==> config.mk <==
export PLATFORM = sky130hd
export DESIGN_NAME = serdisp_latch_top
export DESIGN_NICKNAME = d
export VERILOG_FILES = /design/src/rtl/serdisp_pkg.sv /design/src/rtl/serdisp_sync.sv /design/src/rtl/serdisp_edge.sv /design/src/rtl/serdisp_shift.sv /design/src/rtl/serdisp_latch.sv /design/src/rtl/serdisp_latch_top.sv
export SDC_FILE = /design/constraint.sdc
export NUM_CORES = 1
export LEC_CHECK = 0
export BUFFER_PORTS_ARGS = -buffer_cell sky130_fd_sc_hd__buf_2
export CAP_MARGIN = 20
export CORE_MARGIN = 8
export CORE_UTILIZATION = 60
export CTS_CLUSTER_DIAMETER = 120
export DETAILED_ROUTE_END_ITERATION = 10
export PLACE_DENSITY_LB_ADDON = 0.12
export REMOVE_ABC_BUFFERS = 1
export SLEW_MARGIN = 20
export SYNTH_ARGS = -nofsm -noshare
export SYNTH_HDL_FRONTEND = slang
export SYNTH_SLANG_ARGS = --single-unit
==> constraint.sdc <==
create_clock -name clk_i -period 2.6 [get_ports clk_i]
set_input_delay 0.26 -clock clk_i [delete_from_list [all_inputs] [get_ports clk_i]]
set_output_delay 0.26 -clock clk_i [all_outputs]
set_load 0.03 [all_outputs]
==> src/rtl/serdisp_pkg.sv <==
package serdisp_pkg;

  // payload bits carried after the leading marker bit
  localparam int unsigned FRAME_PAYLOAD = 35;

  // receive phase: waiting for the marker, or collecting payload
  typedef enum logic [0:0] {
    PH_IDLE = 1'b0,
    PH_BODY = 1'b1
  } rx_phase_e;

  // the gated variant gives up the last output to the enable input
  function automatic int unsigned out_count(input int unsigned payload, input bit gated);
    return gated ? payload - 1 : payload;
  endfunction

endpackage

==> src/rtl/serdisp_sync.sv <==
module serdisp_sync #(
  parameter int unsigned WIDTH  = 3,
  parameter int unsigned STAGES = 2
) (
  input  logic             clk_i,
  input  logic [WIDTH-1:0] d_i,
  output logic [WIDTH-1:0] q_o
);

  logic [STAGES-1:0][WIDTH-1:0] chain_q;

  // plain flop chain, no reset: it settles while reset is held
  always_ff @(posedge clk_i) begin
    chain_q[0] <= d_i;
    for (int s = 1; s < int'(STAGES); s++) begin
      chain_q[s] <= chain_q[s-1];
    end
  end

  assign q_o = chain_q[STAGES-1];

endmodule

==> src/rtl/serdisp_edge.sv <==
module serdisp_edge #(
  parameter bit GATED = 1'b0
) (
  input  logic clk_i,
  input  logic rst_i,
  input  logic sck_i,
  input  logic en_i,
  output logic step_o
);

  logic prev_q;
  logic rise;

  always_ff @(posedge clk_i) begin
    prev_q <= sck_i;
  end

  assign rise = sck_i & ~prev_q;

  if (GATED) begin : g_gated
    assign step_o = rise & en_i;
  end else begin : g_free
    logic unused_en;
    assign unused_en = en_i;
    assign step_o    = rise;
  end

  // one serial edge yields exactly one step cycle
  assert_single_step_R1: assert property (@(posedge clk_i) disable iff (rst_i)
    step_o |=> !step_o);

endmodule

==> src/rtl/serdisp_shift.sv <==
module serdisp_shift
  import serdisp_pkg::*;
#(
  parameter int unsigned PAYLOAD = FRAME_PAYLOAD
) (
  input  logic               clk_i,
  input  logic               rst_i,
  input  logic               step_i,
  input  logic               dat_i,
  output logic               load_o,
  output logic [PAYLOAD-1:0] frame_o
);

  localparam int unsigned     CNT_W    = (PAYLOAD > 1) ? $clog2(PAYLOAD) : 1;
  localparam logic [CNT_W-1:0] LAST_IDX = CNT_W'(PAYLOAD - 1);

  logic [PAYLOAD-1:0] win_q;
  logic [PAYLOAD:0]   win_nxt;
  logic [CNT_W-1:0]   cnt_q;
  rx_phase_e          phase_q;

  // the marker's arrival at the top slot is seen combinationally, so it needs no flop
  assign win_nxt = {win_q, dat_i};
  assign load_o  = step_i & win_nxt[PAYLOAD];
  assign frame_o = win_nxt[PAYLOAD-1:0];

  always_ff @(posedge clk_i) begin
    if (rst_i) begin
      win_q   <= '0;
      cnt_q   <= '0;
      phase_q <= PH_IDLE;
    end else if (step_i) begin
      if (win_nxt[PAYLOAD]) begin
        win_q   <= '0;
        cnt_q   <= '0;
        phase_q <= PH_IDLE;
      end else begin
        win_q <= win_nxt[PAYLOAD-1:0];
        if (phase_q == PH_IDLE) begin
          if (dat_i) phase_q <= PH_BODY;
          cnt_q <= '0;
        end else begin
          cnt_q <= cnt_q + CNT_W'(1);
        end
      end
    end
  end

  // the marker's travel and the payload count must agree on where a transfer ends
  assert_load_on_last_R3: assert property (@(posedge clk_i) disable iff (rst_i)
    load_o |-> (phase_q == PH_BODY && cnt_q == LAST_IDX));

  assert_last_loads_R1: assert property (@(posedge clk_i) disable iff (rst_i)
    (step_i && phase_q == PH_BODY && cnt_q == LAST_IDX) |-> load_o);

  assert_idle_empty_R7: assert property (@(posedge clk_i) disable iff (rst_i)
    (phase_q == PH_IDLE) |-> (win_q == '0));

  assert_clear_after_load_R6: assert property (@(posedge clk_i) disable iff (rst_i)
    load_o |=> (win_q == '0 && phase_q == PH_IDLE));

  assert_hold_no_step_R8: assert property (@(posedge clk_i) disable iff (rst_i)
    !step_i |=> ($stable(win_q) && $stable(cnt_q)));

endmodule

==> src/rtl/serdisp_latch.sv <==
module serdisp_latch #(
  parameter int unsigned PAYLOAD = 35,
  parameter int unsigned NOUT    = 35
) (
  input  logic               clk_i,
  input  logic               rst_i,
  input  logic               ld_i,
  input  logic [PAYLOAD-1:0] frame_i,
  output logic [NOUT-1:0]    seg_o
);

  logic [NOUT-1:0] mapped;
  logic [NOUT-1:0] lat_q;

  // earliest payload bit sits highest in the window and maps to output 0
  for (genvar i = 0; i < int'(NOUT); i++) begin : g_map
    assign mapped[i] = frame_i[PAYLOAD-1-i];
  end

  if (NOUT < PAYLOAD) begin : g_drop
    logic unused_tail;
    assign unused_tail = ^frame_i[PAYLOAD-1-NOUT:0];
  end

  always_ff @(posedge clk_i) begin
    if (rst_i) begin
      lat_q <= '0;
    end else if (ld_i) begin
      lat_q <= mapped;
    end
  end

  assign seg_o = lat_q;

  assert_hold_R4: assert property (@(posedge clk_i) disable iff (rst_i)
    !ld_i |=> $stable(lat_q));

  assert_same_quiet_R5: assert property (@(posedge clk_i) disable iff (rst_i)
    (ld_i && mapped == lat_q) |=> $stable(lat_q));

  assert_reset_clear_R10: assert property (@(posedge clk_i)
    rst_i |=> (lat_q == '0));

endmodule

==> src/rtl/serdisp_latch_top.sv <==
module serdisp_latch_top
  import serdisp_pkg::*;
#(
  parameter int unsigned  PAYLOAD     = FRAME_PAYLOAD,
  parameter bit           GATED       = 1'b0,
  parameter int unsigned  SYNC_STAGES = 2,
  localparam int unsigned NOUT        = out_count(PAYLOAD, GATED)
) (
  input  logic            clk_i,
  input  logic            rst_i,
  input  logic            ser_clk_i,
  input  logic            ser_dat_i,
  input  logic            ser_en_i,
  output logic [NOUT-1:0] seg_o
);

  localparam int unsigned SYNC_W = 3;

  logic [SYNC_W-1:0]  raw_in;
  logic [SYNC_W-1:0]  synced;
  logic               step;
  logic               load;
  logic [PAYLOAD-1:0] frame;

  assign raw_in = {ser_en_i, ser_dat_i, ser_clk_i};

  serdisp_sync #(
    .WIDTH  (SYNC_W),
    .STAGES (SYNC_STAGES)
  ) u_sync (
    .clk_i (clk_i),
    .d_i   (raw_in),
    .q_o   (synced)
  );

  serdisp_edge #(
    .GATED (GATED)
  ) u_edge (
    .clk_i  (clk_i),
    .rst_i  (rst_i),
    .sck_i  (synced[0]),
    .en_i   (synced[2]),
    .step_o (step)
  );

  serdisp_shift #(
    .PAYLOAD (PAYLOAD)
  ) u_shift (
    .clk_i   (clk_i),
    .rst_i   (rst_i),
    .step_i  (step),
    .dat_i   (synced[1]),
    .load_o  (load),
    .frame_o (frame)
  );

  serdisp_latch #(
    .PAYLOAD (PAYLOAD),
    .NOUT    (NOUT)
  ) u_latch (
    .clk_i   (clk_i),
    .rst_i   (rst_i),
    .ld_i    (load),
    .frame_i (frame),
    .seg_o   (seg_o)
  );

endmodule

==> flow_summary.toml <==
[floorplan]
dieArea_mm2 = 0.00693
start_util = 0.623
ios = 40
core.rowCount = 24
placeableCoreArea_mm2 = 0.00435
die_y_um = 83.3
die_width_um = 83.3

[global_routing]
antenna_found_initial = 0
grt_overflow = 0
grt_pass1_vias = 2057
grt_pass1_wl_um = 9360
grt_usage = 0.158
grt_max_degree = 39

[pwr]
ir_worst_vdd_mv = 0.397
p_switching_w = 0.000449
power.leakage_nw = 1.13
powerDensity_mw_per_mm2 = 730
p_seq_frac = 0.512
pwr-share-comb = 0.019
pwr-share-clk = 0.469
power.internal_w = 0.00181
swShare = 0.199

[cells_and_area]
post-route-util = 0.709
area_growth_pct = 13.8
nFillCells = 348
multi_input_area_mm2 = 0.00104
drive_above_1_share = 0.175
n_antenna_cell = 0
final_cell_area_mm2 = 0.00309
seqCellArea_mm2 = 0.00150
layoutNonFillerInstCount = 401
fin_nets = 349

[critical_path]
setup.worst_path.start_class = "flop"
cp.buffers_inverters = 1
worstPathCellList = "buf_4 -> nand3b_2 -> nand2_1 -> a21oi_1"
worstPathArrival_ps = 1920
crit_path_top_delay_cell = "nand3b_2"
cpLargestDelayFamily = "simple AND/OR/NAND/NOR gates"
cpPeakStageDelay_ps = 590
worstSetupPathType = "flop to flop"
worstPathMaxFanout = 37
critPathCaptureType = "flop"
required_ps = 2790

[synthesis]
syn-cell-area_mm2 = 0.00271
ys_seq_area_frac = 0.553
synth_cell_type_count = 12
avgSynthCellArea_um2 = 8.59
synthTopCellsByArea = "dfxtp_1 (55%), nand2_1 (15%), a21oi_1 (13%)"
synthCells = 316
synth.largest_area_cell = "dfxtp_1"
synth_top_area_share = 0.553
yosys_warnings = 0
synth-seq-cells = 75

[clock_tree]
clockBufferDepth = 2
cts_root_buf = "clkbuf_8"
ctsHoldBuffers = 0
clkTransAtPathRegs_ps = 70
cts.sink_count = 75
cts_buffers = 9
cts_tree = "done"
clk_latency_ps = 340
cts_setup_buffers = 0
cts-resized-gates = 0
cts-htree-levels = 3

[timing]
finalSetupTns_ps = 0
period_share = 0.663
hold_viol = 0
min_period_ps = 1720
maxSlewHeadroom = 0.506
fin_skew_ps = 10.2
finalSetupViolCount = 0
rsz0062_at_grt = "no"
slew_violations = 0
timing.fmax_mhz = 581
tightestPinTransition_ps = 736

[detailed_routing]
firstDrtPassIters = 4
ant_nets = 0
wl_um = 5270
routedWlPerCell_um = 13.1
vias = 2136
vias_per_cell = 5.33
drt_iter0_drc = 185
drc = 0

[placement]
place_congestion = 0.695
portBuffers = 38
dp_hpwl_um = 3140
dpl_cell_area_mm2 = 0.00284
dp_cells = 385

[hold_path]
min-delay-path-class = "input port to flop"

[outcome]
outcome = "finished, final reports clean"

[job]
drv_cap = 0
-- cell usage after synthesis (all sizes together) --
| cell type | count |
|---|---|
| nand2 | 105 |
| buf | 16 |
| and2b | 1 |
| nand2b | 1 |
| a21oi | 70 |
| and3b | 1 |
| nand3b | 36 |
| dfxtp | 75 |
| clkbuf | 11 |
-- cell type report --
| type | instances | area share |
|---|---|---|
| clock buffer | 13 | 0.0579 |
| clock inverter | 3 | 0.0219 |
| multi-input combinational | 214 | 0.337 |
| sequential | 75 | 0.486 |
| tap | 52 | 0.0211 |
| timing repair buffer | 44 | 0.0761 |
-- power by group through the flow --
| stage | Clock [W] | Combinational, W | Sequential [W] |
|---|---|---|---|
| floorplan | 0 | 0.0000136 | 0.00118 |
| global placement | 0 | 0.0000427 | 0.00118 |
| detailed placement | 0 | 0.0000423 | 0.00118 |
| CTS | 0.00107 | 0.0000433 | 0.00116 |
| global route | 0.00111 | 0.0000471 | 0.00116 |
| finish | 0.00106 | 0.0000426 | 0.00116 |
-- flip-flops by register name (all words and copies together) (netlist names) --
signal / flops
u_latch.seg_o: 35
u_shift.win_q: 35
u_sync.q_o: 2
u_edge.prev_q: 1
u_sync.chain_q: 2
-- per-layer routing --
metal	routed length [um]	track usage	vias up
met5	0	0	-
met4	53	0.0815	0
met3	289	0.0371	7
met2	2530	0.254	45
met1	2400	0.191	986
li1	-	-	1098
-- final timing paths --
kind / startpoint / endpoint / slack (ps) / cells after the start
setup / recovery: u_shift.win_q[34] / u_latch.seg_o[32] / 880 / 4
hold reg to reg: u_sync.chain_q[1] / u_sync.q_o[1] / 330 / 0
hold / removal: ser_dat_i / u_sync.chain_q[1] / 10 / 1
setup reg to reg: u_shift.win_q[34] / u_latch.seg_o[32] / 880 / 4
-- per-stage QoR --
step           hold slack, ps  total power, W  setup slack (ps)
2_1_floorplan             288         0.00120               870
3_3_place_gp              311         0.00123               895
3_5_place_dp              312         0.00123               878
4_1_cts                  7.25         0.00227               845
5_1_grt                  8.23         0.00231               633
6_report                 12.6         0.00226               877
-- logic make-up (layout without fill, tap and decap cells) --
family          count (synthesis)  count (layout)  synth area share
compound gates                 70              70             0.129
buf+inv                        27              60            0.0632
flops                          75              75             0.553
simple gates                  144             144             0.254
-- placed cells by master, fill, tap and decap left out --
master and instances:
nand2b_1 1, buf_4 6, and2b_1 1, nand3b_1 35, clkinvlp_4 1, and3b_1 1
clkbuf_8 13, buf_2 38, bufinv_16 2, nand3b_2 1, dfxtp_1 75, nand2_1 105
a21oi_1 70
(Power assumes the default switching activity.)
